==> src/rtl/ladder_pkg.sv <==
package ladder_pkg;

    typedef enum logic [1:0] {
        OP_LOAD = 2'd0,
        OP_ADD  = 2'd1,
        OP_DBL  = 2'd2
    } lad_op_e;

    typedef enum logic [1:0] {
        SL_BASE = 2'd0,
        SL_ACC0 = 2'd1,
        SL_ACC1 = 2'd2
    } lad_slot_e;

    typedef struct packed {
        lad_op_e   op;
        lad_slot_e src;
        lad_slot_e dst;
    } lad_cmd_t;

    typedef enum logic [2:0] {
        ST_IDLE,
        ST_NORM,
        ST_SEED,
        ST_TWICE,
        ST_SUM,
        ST_DUP,
        ST_FIN
    } lad_state_e;

    typedef enum logic [1:0] {
        PH_SEED,
        PH_TWICE,
        PH_SUM,
        PH_DUP
    } lad_phase_e;

    // Command for a ladder phase; kbit selects which accumulator leads.
    function automatic lad_cmd_t ladder_cmd(input lad_phase_e ph, input logic kbit);
        lad_cmd_t c;
        lad_slot_e lead;
        lad_slot_e other;
        lead  = kbit ? SL_ACC1 : SL_ACC0;
        other = kbit ? SL_ACC0 : SL_ACC1;
        case (ph)
            PH_SEED:  c = '{op: OP_LOAD, src: SL_BASE, dst: SL_ACC0};
            PH_TWICE: c = '{op: OP_DBL,  src: SL_BASE, dst: SL_ACC1};
            PH_SUM:   c = '{op: OP_ADD,  src: lead,    dst: other};
            default:  c = '{op: OP_DBL,  src: lead,    dst: lead};
        endcase
        return c;
    endfunction

endpackage

==> src/rtl/ladder_keyreg.sv <==
module ladder_keyreg #(
    parameter int KEY_W = 163,
    parameter int CNT_W = $clog2(KEY_W)
) (
    input  logic             clk,
    input  logic             rst,
    input  logic             load_i,
    input  logic [KEY_W-1:0] scalar_i,
    input  logic             shift_i,
    output logic             top_o,
    output logic             cur_o,
    output logic [CNT_W-1:0] left_o
);

    logic [KEY_W-1:0] key_q;
    logic [CNT_W-1:0] cnt_q;

    // Left-shifting register: the top bit marks normalisation, the next one
    // is the key bit being processed; cnt_q counts bits still below the top.
    always_ff @(posedge clk) begin
        if (rst) begin
            key_q <= '0;
            cnt_q <= '0;
        end else if (load_i) begin
            key_q <= scalar_i;
            cnt_q <= CNT_W'(KEY_W - 1);
        end else if (shift_i) begin
            key_q <= {key_q[KEY_W-2:0], 1'b0};
            cnt_q <= cnt_q - 1'b1;
        end
    end

    assign top_o  = key_q[KEY_W-1];
    assign cur_o  = key_q[KEY_W-2];
    assign left_o = cnt_q;

endmodule

==> src/rtl/ladder_cmd_map.sv <==
module ladder_cmd_map
    import ladder_pkg::*;
(
    input  lad_state_e state_i,
    input  logic       kbit_i,
    output logic       valid_o,
    output lad_cmd_t   cmd_o
);

    lad_phase_e ph;

    always_comb begin
        valid_o = 1'b1;
        case (state_i)
            ST_SEED:  ph = PH_SEED;
            ST_TWICE: ph = PH_TWICE;
            ST_SUM:   ph = PH_SUM;
            ST_DUP:   ph = PH_DUP;
            default: begin
                ph      = PH_SEED;
                valid_o = 1'b0;
            end
        endcase
        cmd_o = ladder_cmd(ph, kbit_i);
    end

endmodule

==> src/rtl/ladder_seq.sv <==
module ladder_seq
    import ladder_pkg::*;
#(
    parameter int KEY_W = 163
) (
    input  logic             clk,
    input  logic             rst,
    input  logic             start_i,
    input  logic [KEY_W-1:0] scalar_i,
    output logic             cmd_valid_o,
    output logic [1:0]       cmd_op_o,
    output logic [1:0]       cmd_src_o,
    output logic [1:0]       cmd_dst_o,
    input  logic             cmd_done_i,
    output logic             busy_o,
    output logic             ready_o,
    output logic             zero_err_o
);

    localparam int CNT_W = $clog2(KEY_W);

    lad_state_e       state_q, state_d;
    logic             zero_q;
    logic             key_load, key_shift;
    logic             key_top, key_cur;
    logic [CNT_W-1:0] key_left;
    logic             map_valid;
    lad_cmd_t         map_cmd;
    logic             accept, is_zero;

    assign is_zero = (scalar_i == '0);
    assign accept  = (state_q == ST_IDLE) && start_i;

    assign key_load  = accept && !is_zero;
    assign key_shift = ((state_q == ST_NORM) && !key_top) ||
                       ((state_q == ST_DUP)  && cmd_done_i);

    ladder_keyreg #(.KEY_W(KEY_W), .CNT_W(CNT_W)) u_key (
        .clk      (clk),
        .rst      (rst),
        .load_i   (key_load),
        .scalar_i (scalar_i),
        .shift_i  (key_shift),
        .top_o    (key_top),
        .cur_o    (key_cur),
        .left_o   (key_left)
    );

    ladder_cmd_map u_map (
        .state_i (state_q),
        .kbit_i  (key_cur),
        .valid_o (map_valid),
        .cmd_o   (map_cmd)
    );

    always_comb begin
        state_d = state_q;
        case (state_q)
            ST_IDLE:  if (key_load)   state_d = ST_NORM;
            ST_NORM:  if (key_top)    state_d = ST_SEED;
            ST_SEED:  if (cmd_done_i) state_d = ST_TWICE;
            ST_TWICE: if (cmd_done_i) state_d = (key_left == '0) ? ST_FIN : ST_SUM;
            ST_SUM:   if (cmd_done_i) state_d = ST_DUP;
            ST_DUP:   if (cmd_done_i) state_d = (key_left == CNT_W'(1)) ? ST_FIN : ST_SUM;
            ST_FIN:   state_d = ST_IDLE;
            default:  state_d = ST_IDLE;
        endcase
    end

    always_ff @(posedge clk) begin
        if (rst) begin
            state_q <= ST_IDLE;
            zero_q  <= 1'b0;
        end else begin
            state_q <= state_d;
            zero_q  <= accept && is_zero;
        end
    end

    assign cmd_valid_o = map_valid;
    assign cmd_op_o    = map_cmd.op;
    assign cmd_src_o   = map_cmd.src;
    assign cmd_dst_o   = map_cmd.dst;
    assign busy_o      = (state_q != ST_IDLE);
    assign ready_o     = (state_q == ST_FIN);
    assign zero_err_o  = zero_q;

endmodule

==> config.mk <==
export PLATFORM = sky130hd
export DESIGN_NAME = ladder_seq
export DESIGN_NICKNAME = d
export VERILOG_FILES = /design/src/rtl/ladder_pkg.sv /design/src/rtl/ladder_keyreg.sv /design/src/rtl/ladder_cmd_map.sv /design/src/rtl/ladder_seq.sv
export SDC_FILE = /design/constraint.sdc
export NUM_CORES = 1
export LEC_CHECK = 0
export ABC_AREA = 0
export BUFFER_PORTS_ARGS = -buffer_cell sky130_fd_sc_hd__buf_2
export CORE_MARGIN = 2
export CORE_UTILIZATION = 55
export CTS_BUF_LIST = sky130_fd_sc_hd__clkbuf_4 sky130_fd_sc_hd__clkbuf_8
export DETAILED_ROUTE_END_ITERATION = 12
export PLACE_DENSITY_LB_ADDON = 0.15
export SLEW_MARGIN = 30
export SYNTH_ARGS = -nofsm -noshare
export SYNTH_HDL_FRONTEND = slang
export SYNTH_SLANG_ARGS = --single-unit
==> constraint.sdc <==
create_clock -name clk -period 4.7 [get_ports clk]
set_clock_uncertainty 0.15 [all_clocks]
set_input_delay 0.47 -clock clk [delete_from_list [all_inputs] [get_ports clk]]
set_output_delay 0.47 -clock clk [all_outputs]
set_load 0.05 [all_outputs]
**Word level (Yosys, flattened, before mapping)**

Cells that the tools add are included.

- Output and inout port bits: 10
- Logic and storage cells: 56
- Bits of input ports: 167
- Register bits after elaboration: 175

- Equality and inequality tests: 15
- Add/subtract/negate cells: 1
- Reduce and logical (&&, ||, !) cells: 17
- Muxes and demuxes: 18

Operators with widths:

| kind | number |
|---|---|
| $mux W163 | 2 |
| $logic_not A163 Y1 | 1 |
| $mux W3 | 6 |
| $pmux W3 S6 | 1 |
| $pmux W6 S3 | 1 |
| $mux W8 | 2 |
| $ne A2 B2 Y1 const B | 5 |
| $eq A3 B3 Y1 const B | 3 |
| $eq A8 B1 Y1 const B | 1 |
| $logic_not A8 Y1 | 1 |
| $mux W2 | 4 |
| $sub A8 B1 Y8 const B | 1 |
| $eq A3 B2 Y1 const B | 2 |
| $pmux W2 S3 | 1 |
| $reduce_and A6 Y1 | 1 |
| $logic_and A1 B1 Y1 | 5 |
| $reduce_or A4 Y1 | 1 |
| $eq A3 B1 Y1 const B | 1 |
| $logic_not A3 Y1 | 1 |
| $reduce_bool A3 Y1 | 1 |
| $eq A2 B1 Y1 const B | 1 |
| $eq A2 B2 Y1 const B | 1 |
| $logic_not A1 Y1 | 2 |
| $logic_not A2 Y1 | 1 |
| 5 further kinds | 5 |

**Depth between registers and ports, before layout**

- Depth after elaboration: 5
- Mapped depth: 8
- Depth with buffers taken out: 6

**Modules after synthesis**

From an unflattened synthesis, not the netlist that was laid out.

- Cell total of the unflattened synthesis: 1039
- Area total of the unflattened synthesis: 8529.4 sq um

Modules (own cells, without submodules):

| module | area each (sq um) | times used | sequential area each (sq um) | cells an instance |
|---|---|---|---|---|
| ladder_keyreg | 7793.7 | 1 | 3423.3 | 927 |
| ladder_seq | 671.9 | 1 | 80.1 | 101 |
| ladder_cmd_map | 63.8 | 1 | 0.0 | 11 |

**Worst setup path after synthesis**

Ideal clock, no wire load.

- Path type: flip-flop to output port
- Start point: register state_q[1]
- End point: output port cmd_op_o[1]
- Stages on the path, launching flop included: 4
- Buffers on the path: 1
- Path slack: 2.078 ns
- Required time: 4.080 ns
- Arrival: 2.002 ns
- Path through: dfxtp_1 buf_1 xor2_1 and2_1

- Cells in the longest elaborated chain, start to end: 4
- Elaborated cells between the ends (all ways): 8
- Those cells by class: 5 x eq/ne; 2 x mux; 1 x reduce/logical

RTL lines:

| item | RTL line | text |
|---|---|---|
| start, declared | ladder_seq.sv:22 | `lad_state_e state_q, state_d;` |
| start signal, assigned | ladder_seq.sv:75 | `state_q <= state_d;` |
| $eq A3 B3 Y1 / $eq A3 B2 Y1 (equally long branches) | ladder_cmd_map.sv:14 | `case (state_i)` |
| $pmux W2 S3 * | ladder_cmd_map.sv:14 |  |
| $eq A2 B2 Y1, or another cell as far along | ladder_pkg.sv:45 | `case (ph)` |
| $pmux W6 S3 * | ladder_pkg.sv:45 |  |
| end, declared | ladder_seq.sv:11 | `output logic [1:0] cmd_op_o,` |

Every way passes the cells marked *; elsewhere a longest branch is shown, timed or not.

**Worst setup path after layout**

- Start point: input port scalar_i[90]
- End point: register u_key.key_q[112]

- Cells in the longest elaborated chain, start to end: 4
- Elaborated cells between the ends (all ways): 5
- Those cells by class: 1 x mux; 4 x reduce/logical

RTL lines:

| item | RTL line | text |
|---|---|---|
| start, declared | ladder_seq.sv:9 | `input logic [KEY_W-1:0] scalar_i,` |
| $logic_not A163 Y1 * | ladder_seq.sv:31 | `assign is_zero = (scalar_i == '0);` |
| $logic_not A1 Y1 * | ladder_seq.sv:34 | `assign key_load = accept && !is_zero;` |
| $logic_and A1 B1 Y1 * | ladder_seq.sv:34 |  |
| $mux W163 / $reduce_bool A2 Y1 (equally long branches) | -- |  |
| end signal, assigned | ladder_keyreg.sv:25 | `key_q <= scalar_i;` |
| end signal, assigned | ladder_keyreg.sv:28 | `key_q <= {key_q[KEY_W-2:0], 1'b0};` |
| end, declared | ladder_keyreg.sv:15 | `logic [KEY_W-1:0] key_q;` |

Marks and branches as above.
A chain may end at the register's enable or synchronous reset.

==> flow_metrics.env <==
export IMPL_critPathKind="in2reg"
export IMPL_cts_tree="done"
export IMPL_drtIter0Drc=727
export IMPL_die_height_um=134.1
export IMPL_maxCapViolations=0
export IMPL_synth_edf_count=0
export IMPL_whs_ns=0.1628
export IMPL_slowest_delay_ns=0.75
export IMPL_post_cts_resized_instances=0
export IMPL_synthesis_nets=1098
export IMPL_portBuffers=176
export IMPL_worst_setup_path_start_kind="primary input"
export IMPL_cp_required_ns=4.85
export IMPL_yosysSeqAreaShare_pct=37.62
export IMPL_grt_pass1_wl_mm=40.54
export IMPL_yosysMostFrequentCell="dfxtp_1"
export IMPL_ctsRootBufferMaster="clkbuf_8"
export IMPL_vias=8396
export IMPL_routedWlPerCell_um=20.34
export IMPL_fillers=1474
export IMPL_p_leak_uw=0.004396
export IMPL_drv_slew=0
export IMPL_grt_antenna_before_repair=2
export IMPL_fin_util_pct=63.17
export IMPL_finalHoldViolCount=0
export IMPL_vias_per_cell=6.749
export IMPL_path_cells="buf_2, nor4_1, nand4_1, or4_4, o31ai_4, buf_12, a211oi_1"
export IMPL_dieWidth_um=134.1
export IMPL_initial_core_util_pct=56.15
export IMPL_synth_area_per_cell_um2=10.02
export IMPL_rows=47
export IMPL_hold_class="in2reg"
export IMPL_synthToLayoutAreaGrowth_pct=12.51
export IMPL_drcViolationCount=0
export IMPL_status="complete, no violations"
export IMPL_nets=1179
export IMPL_ys_top_cells_by_count="175 x dfxtp_1, 161 x a211oi_1, 160 x a311oi_1, 160 x mux2i_1, 73 x clkbuf_1"
export IMPL_pin_count=177
export IMPL_clock_path_buffers=2
export IMPL_dp_cells=1211
export IMPL_hold_buffers=0
export IMPL_grt_pass1_vias=7715
export IMPL_ys_types=40
export IMPL_yosys_top_cells_area="dfxtp_1 38%, mux2i_1 17%, a311oi_1 15%"
export IMPL_dr_pass1_iters=8
export IMPL_max_freq_ghz=0.3335
export IMPL_core_area_um2=16580
export IMPL_final_area_um2=10480
export IMPL_synth_area_um2=9311
export IMPL_yosys_warnings=0
export IMPL_setup_viol=0
export IMPL_path_clk_slew_ns=0.08
export IMPL_dpl_hpwl_mm=15.66
export IMPL_grt_use_total_pct=27.66
export IMPL_arrival_ns=3.15
export IMPL_cellPowerDensity_nw_per_um2=358.7
export IMPL_clock_sinks=175
export IMPL_worst_path_buf_inv=2
export IMPL_numCtsBuffers=17
export IMPL_drtAntennaViolNets=0
export IMPL_ir_drop_mv=0.2370
export IMPL_place_area_um2=10020
export IMPL_final_min_clock_period_ns=2.999
export IMPL_end_kind="register"
export IMPL_grt_overflow_total=0
export IMPL_place_gp_congestion=0.8130
export IMPL_synthCells=929
export IMPL_period_share_pct=63.80
export IMPL_wirelength_mm=25.30
export IMPL_ys_flop_type="dfxtp_1"
export IMPL_slew_limit_headroom_pct=41.97
export IMPL_final_layout_size_suffix_gt1_share_pct=22.48
export IMPL_fin_tns_setup_ns=0
export IMPL_ys_ff_latch=175
export IMPL_critical_path_top_delay_family="simple AND/OR/NAND/NOR gates"
export IMPL_rsz0062_at_grt="no"
export IMPL_critPathMaxFanout=87
export IMPL_slowest_stage="nor4_1"
export IMPL_worst_pin_slew_ns=0.8625
export IMPL_die_area_um2=17990
export IMPL_async_flop_share_pct=0
export IMPL_worstSkewPairLatency_ns=0.46
export IMPL_cts_setup_buffers=0
export IMPL_yosysTopAreaCell="dfxtp_1"
export IMPL_finalNonFillerCells=1244
export IMPL_synth_top_area_share_pct=37.62
export IMPL_grt_max_degree=116
export IMPL_cts_max_level=4
## metrics by stage
step	setup WS (ns)	power, uW
global placement	1.327	2611
detailed placement	1.256	2624
finish	1.701	3758
CTS	1.746	3769
floorplan	2.078	2420
global route	1.686	3929
## logic make-up after synthesis
logic type	count (synthesis)	share of synthesized area (%)
AO/OA/AOI/OAI	343	29.67
buffers and inverters	134	7.377
multiplexers	160	17.20
XOR/XNOR	10	0.9406
AND/OR/NAND/NOR	105	6.920
flip-flops	175	37.62
adder cells (fa/ha/maj)	2	0.2687
## area by class of cell
type                            instances  area [um^2]  area share [%]
Timing Repair Buffer                  190         1084           10.34
Inverter                                6        22.52          0.2150
Antenna cell                            1        2.502         0.02389
Clock buffer                           19        255.2           2.436
Tap cell                              220        275.3           2.627
Multi-Input combinational cell        620         5146           49.12
Clock inverter                         13        187.7           1.791
Sequential cell                       175         3503           33.44
## flip-flops by register name, indices dropped and copies added (netlist names)
register and count:
zero_err_o 1, u_key.left_o 8, u_key.key_q 163, state_q 3
## layout by cell type, fill, tap and decap left out, types with 5 or more instances in the layout
| cell | n |
|---|---|
| clkbuf_8 | 18 |
| buf_12 | 7 |
| mux2i_1 | 160 |
| inv_1 | 6 |
| a21oi_1 | 6 |
| nand4_1 | 10 |
| a211oi_1 | 161 |
| xor2_1 | 6 |
| buf_4 | 6 |
| buf_2 | 175 |
| a311oi_1 | 160 |
| nor4_1 | 42 |
| nor3_1 | 9 |
| or4_1 | 5 |
| dfxtp_1 | 175 |
| nand2_1 | 8 |
| nor2_1 | 10 |
## worst register-to-register path: stages, from the launching register on
cell      delay [ns]
dfxtp_1         0.42
nor3_1          0.45
nand2_4         0.50
buf_12          0.40
a311oi_1        0.52
a211oi_1        0.10
## power breakdown
part	total (uW)	switching (uW)	internal (uW)
Combinational	830	452	378
Sequential	1770	106	1670
Clock	1150	554	601
Total	3760	1110	2650
## worst paths after layout
path / slack, ns / start / to / cells after the start
max reg2reg: 2.03 / state_q[0]$_SDFFE_PP0P_ / u_key.key_q[90]$_SDFFE_PP0P_ / 5
min: 0.16 / scalar_i[116] / u_key.key_q[116]$_SDFFE_PP0P_ / 3
min reg2reg: 0.38 / u_key.key_q[0]$_SDFFE_PP0P_ / u_key.key_q[0]$_SDFFE_PP0P_ / 2
max: 1.70 / scalar_i[90] / u_key.key_q[112]$_SDFFE_PP0P_ / 7
## metal layers
layer	up-vias	share of wire [%]	global-route usage (%)
met4	2	2.3	9.532
met3	36	6.0	4.837
met1	4076	47	40.26
met5	-	0.051	0
li1	3995	-	-
met2	287	44	41.42
Power figures use the tool's default switching activity.
